==> src/rtl/ebm_pkg.sv <==
// Package: shared widths and types for the endianness-selectable memory.
// Assumes a fixed four-byte word; the address width is set by the top.
package ebm_pkg;
    localparam int WORD_W  = 32;
    localparam int BYTE_W  = 8;
    localparam int LANES   = WORD_W / BYTE_W;
    localparam int LANE_W  = $clog2(LANES);

    typedef logic [LANE_W-1:0] lane_t;

    typedef enum logic {
        ACC_WORD = 1'b0,
        ACC_BYTE = 1'b1
    } acc_size_e;
endpackage

==> src/rtl/ebm_addr_decode.sv <==
// Module: ebm_addr_decode
// Splits a byte address into a word index and a physical bit lane.
// The lane depends on the numbering mode. Flags word accesses that are
// not on a four-byte boundary. Purely combinational.
module ebm_addr_decode
    import ebm_pkg::*;
#(
    parameter int ADDR_W = 8,
    localparam int IDX_W = ADDR_W - LANE_W
) (
    input  logic [ADDR_W-1:0] addr,
    input  acc_size_e         size,
    input  logic              mode_be,
    output logic [IDX_W-1:0]  word_idx,
    output lane_t             lane,
    output logic              unaligned
);
    lane_t offset;

    // Decode index, offset-to-lane mapping and alignment.
    always_comb begin
        offset    = addr[LANE_W-1:0];
        word_idx  = addr[ADDR_W-1:LANE_W];
        // Big-endian: offset 0 is the top lane, i.e. lane = 3 - offset.
        lane      = mode_be ? lane_t'(LANES - 1 - int'(offset)) : offset;
        unaligned = (size == ACC_WORD) && (offset != '0);
    end
endmodule

==> src/rtl/ebm_word_array.sv <==
// Module: ebm_word_array
// Word storage split into one byte-wide bank per lane. Each lane has its own
// write enable. The read port is registered and is cleared by reset; the
// storage itself is not reset. Assumes one access (read or write) per cycle.
module ebm_word_array
    import ebm_pkg::*;
#(
    parameter int IDX_W = 6,
    localparam int DEPTH = 1 << IDX_W
) (
    input  logic              clk,
    input  logic              rst_n,
    input  logic              wr_en,
    input  logic [LANES-1:0]  byte_en,
    input  logic [WORD_W-1:0] wr_data,
    input  logic              rd_en,
    input  logic [IDX_W-1:0]  idx,
    output logic [WORD_W-1:0] rd_word
);
    for (genvar g = 0; g < LANES; g++) begin : g_lane
        logic [BYTE_W-1:0] bank [DEPTH];
        logic [BYTE_W-1:0] q;

        // Write this lane's byte when the lane is enabled.
        always_ff @(posedge clk) begin
            if (wr_en && byte_en[g]) begin
                bank[idx] <= wr_data[g*BYTE_W +: BYTE_W];
            end
        end

        // Capture this lane's byte on a read; hold it otherwise.
        always_ff @(posedge clk) begin
            if (!rst_n) begin
                q <= '0;
            end else if (rd_en) begin
                q <= bank[idx];
            end
        end

        assign rd_word[g*BYTE_W +: BYTE_W] = q;
    end
endmodule

==> src/rtl/ebm_lane_steer.sv <==
// Module: ebm_lane_steer
// Write side: builds the lane enables and places the store data on the
// lanes. Read side: selects and zero-extends a byte, passes a whole word,
// or forces zero for a refused load. Purely combinational.
module ebm_lane_steer
    import ebm_pkg::*;
(
    input  acc_size_e         wr_size,
    input  lane_t             wr_lane,
    input  logic [WORD_W-1:0] wdata,
    output logic [LANES-1:0]  byte_en,
    output logic [WORD_W-1:0] wr_data,
    input  acc_size_e         rd_size,
    input  lane_t             rd_lane,
    input  logic              rd_kill,
    input  logic [WORD_W-1:0] raw_word,
    output logic [WORD_W-1:0] rdata
);
    // Lane enables and data placement for stores.
    always_comb begin
        if (wr_size == ACC_BYTE) begin
            byte_en = LANES'(1) << wr_lane;
            wr_data = {LANES{wdata[BYTE_W-1:0]}};
        end else begin
            byte_en = '1;
            wr_data = wdata;
        end
    end

    // Shape the registered word into load data.
    always_comb begin
        if (rd_kill) begin
            rdata = '0;
        end else if (rd_size == ACC_BYTE) begin
            rdata = WORD_W'(raw_word[rd_lane*BYTE_W +: BYTE_W]);
        end else begin
            rdata = raw_word;
        end
    end
endmodule

==> src/rtl/endian_byte_mem.sv <==
// Module: endian_byte_mem (top)
// Byte-addressed memory of 32-bit words. Loads and stores are byte or word
// sized, and byte numbering is big- or little-endian by mode_be. Stores
// land on the accepting edge; loads return one cycle later. Unaligned word
// requests are refused and flagged. Assumes req is low during reset.
module endian_byte_mem
    import ebm_pkg::*;
#(
    parameter int ADDR_W = 8,
    localparam int IDX_W = ADDR_W - LANE_W
) (
    input  logic              clk,
    input  logic              rst_n,
    input  logic              mode_be,
    input  logic              req,
    input  logic              we,
    input  logic              byte_sz,
    input  logic [ADDR_W-1:0] addr,
    input  logic [WORD_W-1:0] wdata,
    output logic [WORD_W-1:0] rdata,
    output logic              rvalid,
    output logic              misaligned
);
    acc_size_e         size;
    logic [IDX_W-1:0]  word_idx;
    lane_t             lane;
    logic              unaligned;
    logic [LANES-1:0]  byte_en;
    logic [WORD_W-1:0] wr_data;
    logic [WORD_W-1:0] raw_word;
    logic              wr_fire;
    logic              rd_fire;
    logic              ld_req;

    acc_size_e         rd_size_q;
    lane_t             rd_lane_q;
    logic              rd_kill_q;
    logic              rvalid_q;
    logic              mis_q;

    assign size = byte_sz ? ACC_BYTE : ACC_WORD;

    ebm_addr_decode #(.ADDR_W(ADDR_W)) u_dec (
        .addr      (addr),
        .size      (size),
        .mode_be   (mode_be),
        .word_idx  (word_idx),
        .lane      (lane),
        .unaligned (unaligned)
    );

    // Qualify the request into a write, a read or a plain load request.
    always_comb begin
        ld_req  = req && !we;
        wr_fire = req && we && !unaligned;
        rd_fire = ld_req && !unaligned;
    end

    ebm_word_array #(.IDX_W(IDX_W)) u_arr (
        .clk     (clk),
        .rst_n   (rst_n),
        .wr_en   (wr_fire),
        .byte_en (byte_en),
        .wr_data (wr_data),
        .rd_en   (rd_fire),
        .idx     (word_idx),
        .rd_word (raw_word)
    );

    // Remember how to shape the load data that returns next cycle.
    always_ff @(posedge clk) begin
        if (!rst_n) begin
            rd_size_q <= ACC_WORD;
            rd_lane_q <= '0;
            rd_kill_q <= 1'b0;
        end else if (ld_req) begin
            rd_size_q <= size;
            rd_lane_q <= lane;
            rd_kill_q <= unaligned;
        end
    end

    // Registered valid and misalignment pulses.
    always_ff @(posedge clk) begin
        if (!rst_n) begin
            rvalid_q <= 1'b0;
            mis_q    <= 1'b0;
        end else begin
            rvalid_q <= ld_req;
            mis_q    <= req && unaligned;
        end
    end

    ebm_lane_steer u_steer (
        .wr_size  (size),
        .wr_lane  (lane),
        .wdata    (wdata),
        .byte_en  (byte_en),
        .wr_data  (wr_data),
        .rd_size  (rd_size_q),
        .rd_lane  (rd_lane_q),
        .rd_kill  (rd_kill_q),
        .raw_word (raw_word),
        .rdata    (rdata)
    );

    assign rvalid     = rvalid_q;
    assign misaligned = mis_q;
endmodule

==> config.mk <==
export PLATFORM = sky130hd
export DESIGN_NAME = endian_byte_mem
export DESIGN_NICKNAME = d
export VERILOG_FILES = /design/src/rtl/ebm_pkg.sv /design/src/rtl/ebm_addr_decode.sv /design/src/rtl/ebm_word_array.sv /design/src/rtl/ebm_lane_steer.sv /design/src/rtl/endian_byte_mem.sv
export SDC_FILE = /design/constraint.sdc
export NUM_CORES = 2
export LEC_CHECK = 0
export BUFFER_PORTS_ARGS = -buffer_cell sky130_fd_sc_hd__buf_2
export CELL_PAD_IN_SITES_DETAIL_PLACEMENT = 2
export CELL_PAD_IN_SITES_GLOBAL_PLACEMENT = 2
export CORE_ASPECT_RATIO = 1.1
export CORE_MARGIN = 2
export CORE_UTILIZATION = 52
export DETAILED_ROUTE_END_ITERATION = 7
export PLACE_DENSITY = 0.89
export RECOVER_POWER = 50
export SLEW_MARGIN = 20
export SYNTH_ARGS = -nofsm -noshare
export SYNTH_HDL_FRONTEND = slang
export SYNTH_SLANG_ARGS = --single-unit
==> constraint.sdc <==
create_clock -name clk -period 8.6 [get_ports clk]
set_input_delay 0.86 -clock clk [delete_from_list [all_inputs] [get_ports clk]]
set_output_delay 0.86 -clock clk [all_outputs]
set_load 0.01 [all_outputs]
==> results of run 1 <==
synthesized netlist by cell type (6+ instances only):
cell type / number / share of area (%)
mux2_2: 163 / 2.2
nand2b_1: 9 / 0.069
buf_2: 134 / 0.82
o2111a_1: 6 / 0.083
a211oi_1: 32 / 0.29
nand3_1: 12 / 0.073
a21oi_1: 115 / 0.70
o21ai_0: 163 / 1.0
and3_1: 10 / 0.076
buf_1: 20 / 0.092
a222oi_1: 13 / 0.16
edfxtp_1: 2048 / 75
o22ai_1: 83 / 0.63
o21a_1: 10 / 0.092
a221o_1: 28 / 0.34
o221ai_1: 21 / 0.22
a31oi_1: 46 / 0.35
a221oi_1: 280 / 3.0
nand2_1: 170 / 0.78
a22oi_1: 197 / 1.8
o211ai_1: 7 / 0.064
buf_4: 53 / 0.49
o22a_1: 13 / 0.14
a211o_1: 10 / 0.11
buf_6: 21 / 0.29
o2bb2ai_1: 25 / 0.27
nor3b_1: 7 / 0.064
inv_1: 26 / 0.12
nor3_1: 19 / 0.12
a22o_1: 52 / 0.56
clkbuf_1: 136 / 0.62
nor2_1: 393 / 1.8
mux2i_1: 190 / 2.3
mux4_2: 108 / 3.0
dfxtp_1: 38 / 0.93
and2_1: 29 / 0.22
nor2b_1: 8 / 0.061
stage by stage:
stage / instances / instance area [um2] / hold slack, ns / worst slack (ns)
2_1_floorplan: 4770 / 81800 / 0.512 / 4.11
3_3_place_gp: 6696 / 84400 / 0.656 / 3.53
logic make-up after synthesis:
kind of cell / share of synthesized area (%)
flops: 76.1
compound gates: 10.3
buf+inv: 2.44
simple gates: 3.54
mux: 7.58
xor+xnor: 0.0214
==> flow_summary.json, run 1 <==
{
  "outcome": "stopped before the end",
  "lastStage": "detailed placement (3_5_place_dp)",
  "error_line": "[ERROR DPL-0033] detailed placement checks failed during check placement.",
  "yosys_warnings": 0,
  "fp.dieW_um": 382,
  "chipHeight_um": 420,
  "syn_nets": 4816,
  "synth_edf_count": 2048,
  "postSynthAreaPerCell_um2": 17.1,
  "dp_hpwl_mm": 246,
  "start_util_pct": 52.4,
  "io_buffers": 79,
  "syn_inst": 4770,
  "yosys_most_used_dff": "edfxtp_1",
  "rows": 152,
  "io_pins": 80,
  "place_congestion": 0.901,
  "synthArstFlopShare_pct": 0,
  "synth_cell_types": 73,
  "syn-cell-area_um2": 81800,
  "synth_seq_area_share_pct": 76.1,
  "ys_ff_latch": 2086
}
==> inputs of run 2 (changes only) <==
Settings changed: CELL_PAD_IN_SITES_DETAIL_PLACEMENT 2 to default, CELL_PAD_IN_SITES_GLOBAL_PLACEMENT 2 to default, CORE_ASPECT_RATIO 1.1 to default, CORE_UTILIZATION 52 to 40, PLACE_DENSITY 0.89 to default, PLACE_DENSITY_LB_ADDON from default to 0.15.
==> run 2 against run 1 <==
  * Synthesized cell count is the same
  * The flow now finishes, with violations (capacitance limit, slew limit)
  * Area after synthesis is the same
==> flow_summary.json, run 2 <==
{
  "grt_overflow": 0,
  "final_antenna_net_count": 0,
  "cts_resized": 0,
  "cts_tree": "yes",
  "num-nets-final": 4892,
  "htree_levels": 4,
  "start_util_pct": 40.3,
  "wl_mm": 297,
  "drt-pass1-iter-count": 7,
  "antenna_found_initial": 22,
  "io_buffers": 79,
  "grtUsageMet1_pct": 38.0,
  "fin_skew_ns": 0.0317,
  "cts_buffer_depth": 3,
  "swShare_pct": 23.3,
  "intPower_w": 0.0168,
  "top_register": "u_arr.g_lane.bank",
  "fin_crit_sh_pct": 77.9,
  "yosys_warnings": 0,
  "vias": 49200,
  "reg_top3": "u_arr.g_lane.bank (2048), u_arr.g_lane.q (32), rd_lane_q (2)",
  "rr_worst_depth": 5,
  "syn_inst": 4770,
  "cts_hold_buf": 0,
  "n_fill_cell": 17600,
  "grt_pass1_wl_mm": 403,
  "setup_viol": 0,
  "power_frac_seq_pct": 51.7,
  "power_leakage_nw": 28.1,
  "ys_ff_latch": 2086,
  "rows": 165,
  "vias_per_cell": 6.37,
  "cts_buffers": 216,
  "area_growth_pct": 12.5,
  "drc": 0,
  "p_sw_w": 0.00509,
  "synth_top_area_share_pct": 75.2,
  "synthArstFlopShare_pct": 0,
  "synth_cell_types": 73,
  "pwr-share-comb_pct": 6.3,
  "wl_per_cell_um": 38.5,
  "tightest_slew_ns": 4.02,
  "cts_root_buf": "clkbuf_16",
  "grt_pass1_vias": 46900,
  "period_needed_ns": 6.70,
  "max_stage_delay_ns": 2.66,
  "timing.hold.ws_ns": 0.305,
  "die_area_um2": 208000,
  "grt.busiest_layer": "met2",
  "clkPwrFrac_pct": 42.1,
  "synth.largest_area_cell": "edfxtp_1",
  "chipHeight_um": 456,
  "io_pins": 80,
  "outcome": "finished with violations",
  "multiInputGateArea_um2": 17900,
  "hold_viol": 0,
  "ys_top_cells_by_area": "edfxtp_1, a221oi_1, mux4_2",
  "r2r_end": "u_arr.g_lane[3].q[3]",
  "use_met3_pct": 6.34,
  "cts_sinks": 2086,
  "syn_nets": 4816,
  "worst_ep_required_time_ns": 9.08,
  "path_class": "in2reg",
  "rsz0062_at_grt": "false",
  "synth_commonest_cells": "edfxtp_1, nor2_1, a221oi_1",
  "synth_edf_count": 2048,
  "critPathArrivalTime_ns": 7.18,
  "critPathSlowestCell": "clkbuf_1",
  "power_density_nw_per_um2": 238,
  "core_um2": 203000,
  "grt_max_degree": 103,
  "place_congestion": 0.893,
  "final_common_cell": "edfxtp_1",
  "r2r-start": "u_arr.g_lane[3].bank[0][3]",
  "failed_checks": "capacitance limit, slew limit",
  "largest_reg_flops": 2048,
  "worstPathCellList": "clkbuf_1, buf_4, nand2_1, nor2_2, buf_4, nand2_1, nor2_1",
  "crit_path_start": "addr[2]",
  "final_cell_mix": "edfxtp_1, nor2_1, a221oi_1, clkbuf_16, a22oi_1",
  "yosysMostFrequentCell": "edfxtp_1",
  "setup_tns_ns": 0,
  "postSynthAreaPerCell_um2": 17.1,
  "cts_setup_buffers": 0,
  "dp_hpwl_mm": 179,
  "fmax_ghz": 0.149,
  "grt_usage_pct": 27.9,
  "seq_area_um2": 62300,
  "max_slew_margin_pct": -168,
  "synth_seq_area_share_pct": 76.1,
  "drv_slew": 1743,
  "layout-drive-gt1-share_pct": 16.4,
  "yosys_most_used_dff": "edfxtp_1",
  "start_kind": "primary input",
  "max-vdd-ir-drop_mv": 0.221,
  "max_cap_violations": 32,
  "syn-cell-area_um2": 81800,
  "grt_use_met2_pct": 42.6,
  "cts.reportedPaths.clkPinSlew_ns": 0.06,
  "worstSetupEndpointType": "register",
  "path_max_fanout": 41,
  "worstSetupEndpoint": "u_arr.g_lane[1].bank[13][3]",
  "insertion_delay_ns": 0.87,
  "min_path_cells": 3,
  "hold_path_class": "in2reg",
  "regToRegSetupSlack_ns": 6.09,
  "drt-initial-drc-count": 7288,
  "fp.dieW_um": 456
}
[run 2: logic make-up after synthesis]
kind of cell           synth area share, %
multiplexers                          7.58
flip-flops                            76.1
AO/OA/AOI/OAI                         10.3
XOR/XNOR                            0.0214
AND/OR/NAND/NOR                       3.54
buffers and inverters                 2.44
[run 2: routing by layer]
layer  wire length (um)  vias up
li1                   -    19600
met1             118000    26000
met2             134000     2891
met3              28900      608
met4              16100       22
met5                152        -
[run 2: worst min-delay path by stage]
stage / start / to / slack [ns]
after CTS: req / misaligned / 0.26
after global placement: u_arr.g_lane[0].q[5] / u_arr.g_lane[0].q[5] / 0.56
final: req / misaligned / 0.30
after floorplan: u_arr.g_lane[1].q[4] / u_arr.g_lane[1].q[4] / 0.51
after detailed placement: u_arr.g_lane[0].q[2] / u_arr.g_lane[0].q[2] / 0.57
after global routing: req / misaligned / 0.32
[run 2: layout make-up]
cell class / instances / share of cell area, %
antenna: 14 / 0.0381
clock buffer: 267 / 6.16
clock inverter: 135 / 1.30
inverter: 27 / 0.124
multi-input combinational: 2293 / 19.5
sequential: 2086 / 67.7
tap: 2672 / 3.63
timing repair buffer: 222 / 1.57
[run 2: power by group through the flow]
stage | registers (W) | logic [W] | clock network (W)
floorplan | 0.0115 | 0.000691 | 0
global placement | 0.0115 | 0.00135 | 0
detailed placement | 0.0115 | 0.00136 | 0
CTS | 0.0113 | 0.00137 | 0.00928
global route | 0.0113 | 0.00140 | 0.00967
finish | 0.0113 | 0.00137 | 0.00920
[run 2: per-stage QoR]
stage	area (um2)	util [%]	worst slack, ns	total power (W)	cells
after floorplan	81800	-	4.11	0.0122	4770
final	92000	45.4	1.90	0.0219	7716
after CTS	92200	45.5	4.06	0.0219	7702
after detailed placement	85300	42.1	3.62	0.0129	7300
after global placement	85300	42.1	3.67	0.0128	7300
after global routing	91900	45.3	2.03	0.0224	7702
[run 2: worst max-delay path, delay by kind of cell]
kind / cells / cell delay (ns)
buffers and inverters: 3 / 3.79
AND/OR/NAND/NOR: 4 / 2.37
(Power assumes the default switching activity.)
